**src/rtl/stepCondPkg.sv**
```systemverilog
package stepCondPkg;
  // Input channel indices inside the datapath
  localparam int CH_STEP = 0;
  localparam int CH_DIR  = 1;
  localparam int CH_RET  = 2;
  localparam int NUM_CH  = 3;

  // Strobes from control to datapath
  typedef struct packed {
    logic advance;  // sample, filter and update this cycle
    logic fire;     // emit a step pulse and capture direction
  } stepStrobes_t;
endpackage

```
**src/rtl/stepCondFilter.sv**
```systemverilog
module stepCondFilter #(
  parameter int FILT_LEN = 4
) (
  input  logic clk,
  input  logic rstN,
  input  logic advance,
  input  logic rawIn,
  output logic lvl,
  output logic flipNext
);
  localparam int CW = (FILT_LEN > 1) ? $clog2(FILT_LEN) : 1;
  localparam logic [CW-1:0] LAST = CW'(FILT_LEN - 1);

  logic [1:0]    syncQ;
  logic [CW-1:0] cnt;
  logic          differ;

  always_comb begin
    differ   = syncQ[1] ^ lvl;
    flipNext = advance && differ && (cnt == LAST);
  end

  always_ff @(posedge clk or negedge rstN) begin
    if (!rstN) begin
      syncQ <= '0;
      cnt   <= '0;
      lvl   <= 1'b0;
    end else if (advance) begin
      syncQ <= {syncQ[0], rawIn};
      if (!differ || flipNext) cnt <= '0;
      else                     cnt <= cnt + CW'(1);
      if (flipNext) lvl <= ~lvl;
    end
  end
endmodule

```
**src/rtl/stepCondCtl.sv**
```systemverilog
module stepCondCtl
  import stepCondPkg::*;
(
  input  logic         runEn,
  input  logic         risingOnly,
  input  logic         stepFlip,
  input  logic         stepLvl,
  output stepStrobes_t strobes
);
  always_comb begin
    strobes.advance = runEn;
    // A flip from a low level is a rising change
    strobes.fire = runEn && stepFlip && (!risingOnly || !stepLvl);
  end
endmodule

```
**src/rtl/stepCondPath.sv**
```systemverilog
module stepCondPath
  import stepCondPkg::*;
#(
  parameter int FILT_LEN = 4
) (
  input  logic              clk,
  input  logic              rstN,
  input  logic [NUM_CH-1:0] rawIn,
  input  stepStrobes_t      strobes,
  output logic              stepFlip,
  output logic              stepLvl,
  output logic              stepPulse,
  output logic              stepDir,
  output logic              retReq
);
  logic [NUM_CH-1:0] lvl;
  logic [NUM_CH-1:0] flip;

  for (genvar i = 0; i < NUM_CH; i++) begin : g_ch
    stepCondFilter #(.FILT_LEN(FILT_LEN)) u_filt (
      .clk      (clk),
      .rstN     (rstN),
      .advance  (strobes.advance),
      .rawIn    (rawIn[i]),
      .lvl      (lvl[i]),
      .flipNext (flip[i])
    );
  end

  always_comb begin
    stepFlip = flip[CH_STEP];
    stepLvl  = lvl[CH_STEP];
    retReq   = lvl[CH_RET];
  end

  always_ff @(posedge clk or negedge rstN) begin
    if (!rstN) begin
      stepPulse <= 1'b0;
      stepDir   <= 1'b0;
    end else begin
      stepPulse <= strobes.fire;
      if (strobes.fire) stepDir <= lvl[CH_DIR];
    end
  end
endmodule

```
**src/rtl/stepClkConditioner.sv**
```systemverilog
module stepClkConditioner
  import stepCondPkg::*;
#(
  parameter int FILT_LEN = 4
) (
  input  logic clk,
  input  logic rstN,
  input  logic runEn,
  input  logic risingOnly,
  input  logic stepIn,
  input  logic dirIn,
  input  logic retIn,
  output logic stepPulse,
  output logic stepDir,
  output logic retReq
);
  stepStrobes_t      strobes;
  logic              stepFlip;
  logic              stepLvl;
  logic [NUM_CH-1:0] rawIn;

  always_comb begin
    rawIn          = '0;
    rawIn[CH_STEP] = stepIn;
    rawIn[CH_DIR]  = dirIn;
    rawIn[CH_RET]  = retIn;
  end

  stepCondCtl u_ctl (
    .runEn      (runEn),
    .risingOnly (risingOnly),
    .stepFlip   (stepFlip),
    .stepLvl    (stepLvl),
    .strobes    (strobes)
  );

  stepCondPath #(.FILT_LEN(FILT_LEN)) u_path (
    .clk       (clk),
    .rstN      (rstN),
    .rawIn     (rawIn),
    .strobes   (strobes),
    .stepFlip  (stepFlip),
    .stepLvl   (stepLvl),
    .stepPulse (stepPulse),
    .stepDir   (stepDir),
    .retReq    (retReq)
  );
endmodule

```
**config.mk**
```make
export PLATFORM = sky130hd
export DESIGN_NAME = stepClkConditioner
export DESIGN_NICKNAME = d
export VERILOG_FILES = /design/src/rtl/stepCondPkg.sv /design/src/rtl/stepCondFilter.sv /design/src/rtl/stepCondCtl.sv /design/src/rtl/stepCondPath.sv /design/src/rtl/stepClkConditioner.sv
export SDC_FILE = /design/constraint.sdc
export NUM_CORES = 1
export LEC_CHECK = 0
export BUFFER_PORTS_ARGS = -buffer_cell sky130_fd_sc_hd__buf_2
export CORE_UTILIZATION = 36
export DETAILED_ROUTE_END_ITERATION = 10
export SETUP_SLACK_MARGIN = 0.3
export SLEW_MARGIN = 20
export SYNTH_ARGS = -nofsm -noshare
export SYNTH_HDL_FRONTEND = slang
export SYNTH_HIERARCHICAL = 1
export SYNTH_SLANG_ARGS = --single-unit
```
**constraint.sdc**
```tcl
create_clock -name clk -period 3.77 [get_ports clk]
set_clock_uncertainty 0.15 [all_clocks]
set_input_delay 0.377 -clock clk [delete_from_list [all_inputs] [get_ports clk]]
set_output_delay 0.377 -clock clk [all_outputs]
set_load 0.02 [all_outputs]
```
# ---- Word-level counts from Yosys, hierarchy flattened
# Index checks and enable logic that the tools add are counted.
dict set report word_totals {
  register_bits 17
  input_bits 7
  out_inout_bits 3
}
dict set report classes {
  n_addsub 3
  n_eq_ne 3
  n_mux 3
  n_bitwise 6
  n_reduce_logical 20
}
# operator count
set ops {}
lappend ops {{$logic_and A1 B1 Y1} 8}
lappend ops {{$add A2 B1 Y2 const B} 3}
lappend ops {{$eq A2 B2 Y1 const B} 3}
lappend ops {{$mux W2} 3}
lappend ops {{$reduce_and A2 Y1} 3}
lappend ops {{$logic_not A1 Y1} 5}
lappend ops {{$logic_or A1 B1 Y1} 4}
lappend ops {{$not A1 Y1} 3}
lappend ops {{$xor A1 B1 Y1} 3}

# ---- Depth between registers and ports, before layout
dict set report depth {
  ltp_word 5
  ltp_mapped 6
  depth_no_buf 6
}

# ---- Hierarchy
# The synthesis kept the hierarchy.
# mod n_inst cells_each area_per_inst_um2 seq_area_each_um2
set by_module_without_submodules {}
lappend by_module_without_submodules {stepCondFilter 3 18 222.7 125.1}
lappend by_module_without_submodules {stepCondPath 1 3 65.1 50.0}
lappend by_module_without_submodules {stepCondCtl 1 3 20.0 0.0}

# ---- Worst setup path before layout
# OpenSTA, ideal clock, no wires.
dict set report synth_timing {
  path_kind {input to register}
  startpoint {input runEn}
  endpoint {register u_path.stepDir}
  t_arrival_ps 1213
  required_ps 3495
  path_slack_ps 2282
  stages 6
  cell_sequence {buf_4 nand2_1 nor2_1 nand2_1 a21oi_2 mux2_4}
}
# item line
set synth_rtl {}
lappend synth_rtl {{from (decl)} stepClkConditioner.sv:8} ;# input logic runEn,
lappend synth_rtl {{to (signal assigned)} stepCondPath.sv:42} ;# if (strobes.fire) stepDir <= lvl[CH_DIR];
lappend synth_rtl {{to (decl)} stepCondPath.sv:13} ;# output logic stepDir,

==> metrics.md <==
| Metric | Value |
|---|---|
| Worst Hold End | `u_path/stepPulse` |
| # diodes | `0` |
| Worst r2r dst | `u_path/stepDir` |
| Critical path, cell by cell | `ha_1, nand2_1, nor2_1, nand2_1, a21oi_2, mux2_4` |
| CP delay by family, top | `flip-flops` |
| Reg2reg setup slack | `between 2000 and 2500 ps` |
| Post-CTS resize count | `0` |
| YS warnings | `6` |
| Reg clk slew, reported paths | `roughly 90 ps` |
| CP Launch Type | `flop` |
| Mapped Cells | `58` |
| Clk sinks | `17` |
| Kind of critical path | `flop to flop` |
| Die area | `approximately 0.0023 mm^2` |
| Worst hold path class | `primary input to flop` |
| I/O Buffers | `9` |
| DR WL/cell | `approximately 11 um` |
| Met3 Track Usage GR | `~2.3%` |
| CTS tree | `built` |
| Post-DP Area | `between 800 and 900 um^2` |
| Top Usage Layer GRT | `met2` |
| Reg2reg path depth | `6` |
| DRC viols | `0` |
| Clock buffer count from CTS | `3` |
| First-pass GRT wire length | `between 1500 and 2000 um` |
| NumNets Final | `82` |
| CTS root buffer | `clkbuf_4` |
| H-tree level count | `1` |
| Final setup vio count | `0` |
| Met2 Use GR | `roughly a fifth` |
| Setup tns final | `0 ps` |
| P&R area growth vs syn | `14.43%` |
| Worst Tran Pin Value | `approximately 370 ps` |
| Fin. Hold Viols | `0` |
| CP Capture Type | `flop` |
| Pwr Density | `620.5 mW/mm^2` |
| Max Slew Vio Count | `0` |
| Vias in the first global route | `442` |
| Critical Path RT | `~3800 ps` |
| Share of cells above drive strength 1 | `between 30% and 40%` |
| Cell Area, Synth | `about 750 um^2` |
| DR iter-0 viols | `3` |
| Placer Congestion | `about 0.59` |
| Initial Util | `a little under two fifths` |
| Worst EP arrival | `1560 ps` |
| Min Tclk post-route | `around 1500 ps` |
| Status | `finished clean` |
| Worst IR Drop VDD | `a little over 0.2 mV` |
| Die span in x | `around 48 um` |
| Headroom to the max-slew limit | `~75%` |
| Max-cap violations | `0` |
| CP peak stage delay | `around 400 ps` |
| Filler instances | `between 200 and 250` |
| Grt ovf | `0` |
| Avg Synthesized Cell Area | `roughly 13 um^2` |
| Initial antenna violation count | `0` |
| Reg2Reg Launch Point | `u_path/g_ch[0].u_filt/cnt[0]` |
| Row count | `16` |
| Die H | `47.51 um` |
| M1 GR Usage | `about an eighth` |
| Vias/cell | `4.806` |
| Unrepaired setup endpoints after global routing | `false` |
| Clk_lat worst skew | `about 280 ps` |
| Final critical-path share of the clock period | `roughly 41%` |
| Leak | `slightly below 0.4 nW` |
| DR vias | `roughly 470` |
| First-pass DRT Iterations | `3` |
| Mapped Nets | `between 60 and 70` |
| Hold Startpoint | `risingOnly` |
| Post-detail-place hpwl | `~790 um` |
| Hold path depth | `2` |
| Max Fclk | `0.6520 GHz` |
| Clock Tree Buf Depth | `2` |
| Core area | `0.001962 mm^2` |
| GR Util All Layers | `around an eighth` |
| Final Instance Area | `around 850 um^2` |
| Multi-input gate area | `approximately 290 um^2` |
| CP max stage cell | `dfrtp_1` |
| Final WL | `about 1100 um` |
| Largest net degree at the start of global routing | `23` |
| Reg area | `425.4 um^2` |
| Critical-path maximum fanout | `3` |
| # IOs | `10` |
| Buffers & Inverters on Critical Path | `0` |
| Crit-path most repeated cell | `nand2_1` |
| Number of routed nets with antenna violations | `0` |
worst reg2reg max path, cell delays in order (launching register included):
cell	delay, ps
dfrtp_1	390
ha_1	190
nand2_1	80
nor2_1	100
nand2_1	60
a21oi_2	150
mux2_4	310
how the worst max path moves through the flow:
stage,start,end,depth (start not counted)
2_1_floorplan,runEn,u_path/stepDir,6
3_3_place_gp,runEn,u_path/stepDir,6
3_5_place_dp,runEn,u_path/stepDir,6
4_1_cts,u_path/g_ch[0].u_filt/cnt[0],u_path/stepDir,6
5_1_grt,u_path/g_ch[0].u_filt/cnt[0],u_path/stepDir,6
6_report,u_path/g_ch[0].u_filt/cnt[0],u_path/stepDir,6
where the power goes:
group,switching [mW],internal (mW),total (mW),leakage (nW)
combinational,0.0754,0.0834,0.159,0.167
clock,0.0523,0.0411,0.0934,0.0150
sequential,0.0401,0.237,0.277,0.214
timing repair:
action                    CTS  global route
setup buffers               0             0
hold endpoints to repair   17             0
hold buffers                1             0
layout make-up:
cell class | count | area share (%)
flip-flops and latches | 17 | 49.85
multi-input cells | 34 | 34.02
repair buffers | 10 | 6.452
well taps | 27 | 3.959
clock buffers | 4 | 3.079
inverters | 6 | 2.639
cell usage in the layout (no fill, tap or decap), drive strengths merged:
master       instances
nor2                 1
dlygate4sd3          1
xnor2                3
mux2                10
buf                  9
clkbuf               4
or3b                 3
nand2                7
inv                  6
ha                   3
o22ai                3
dfrtp               17
a21oi                1
o32ai                3
layer usage:
layer	part of all wire (%)	wire (um)
met3	1.5	16
met5	0	0
met1	45	492
met4	1.7	19
met2	52	563
through the flow:
stage / util, % / hold WS, ps / instances / setup WS [ps] / power (mW)
after floorplan: - / -68.59 / 58 / 2282 / 0.3974
after global placement: 41.65 / 168.9 / 93 / 2071 / 0.4282
after detailed placement: 41.65 / 168.9 / 93 / 2041 / 0.4417
after CTS: 43.49 / 110.1 / 98 / 2240 / 0.5394
after global routing: 43.49 / 107.4 / 98 / 2172 / 0.5722
final: 43.49 / 126.0 / 98 / 2236 / 0.5295
state kept, by name, summed over array words and instances, names as in the netlist:
signal,flops
u_path/g_ch.u_filt/syncQ,6
u_path/g_ch.u_filt/cnt,6
u_path/stepPulse,1
u_path/stepDir,1
u_path/g_ch.u_filt/lvl,3
Note: power is estimated with default switching activity, not from simulation.
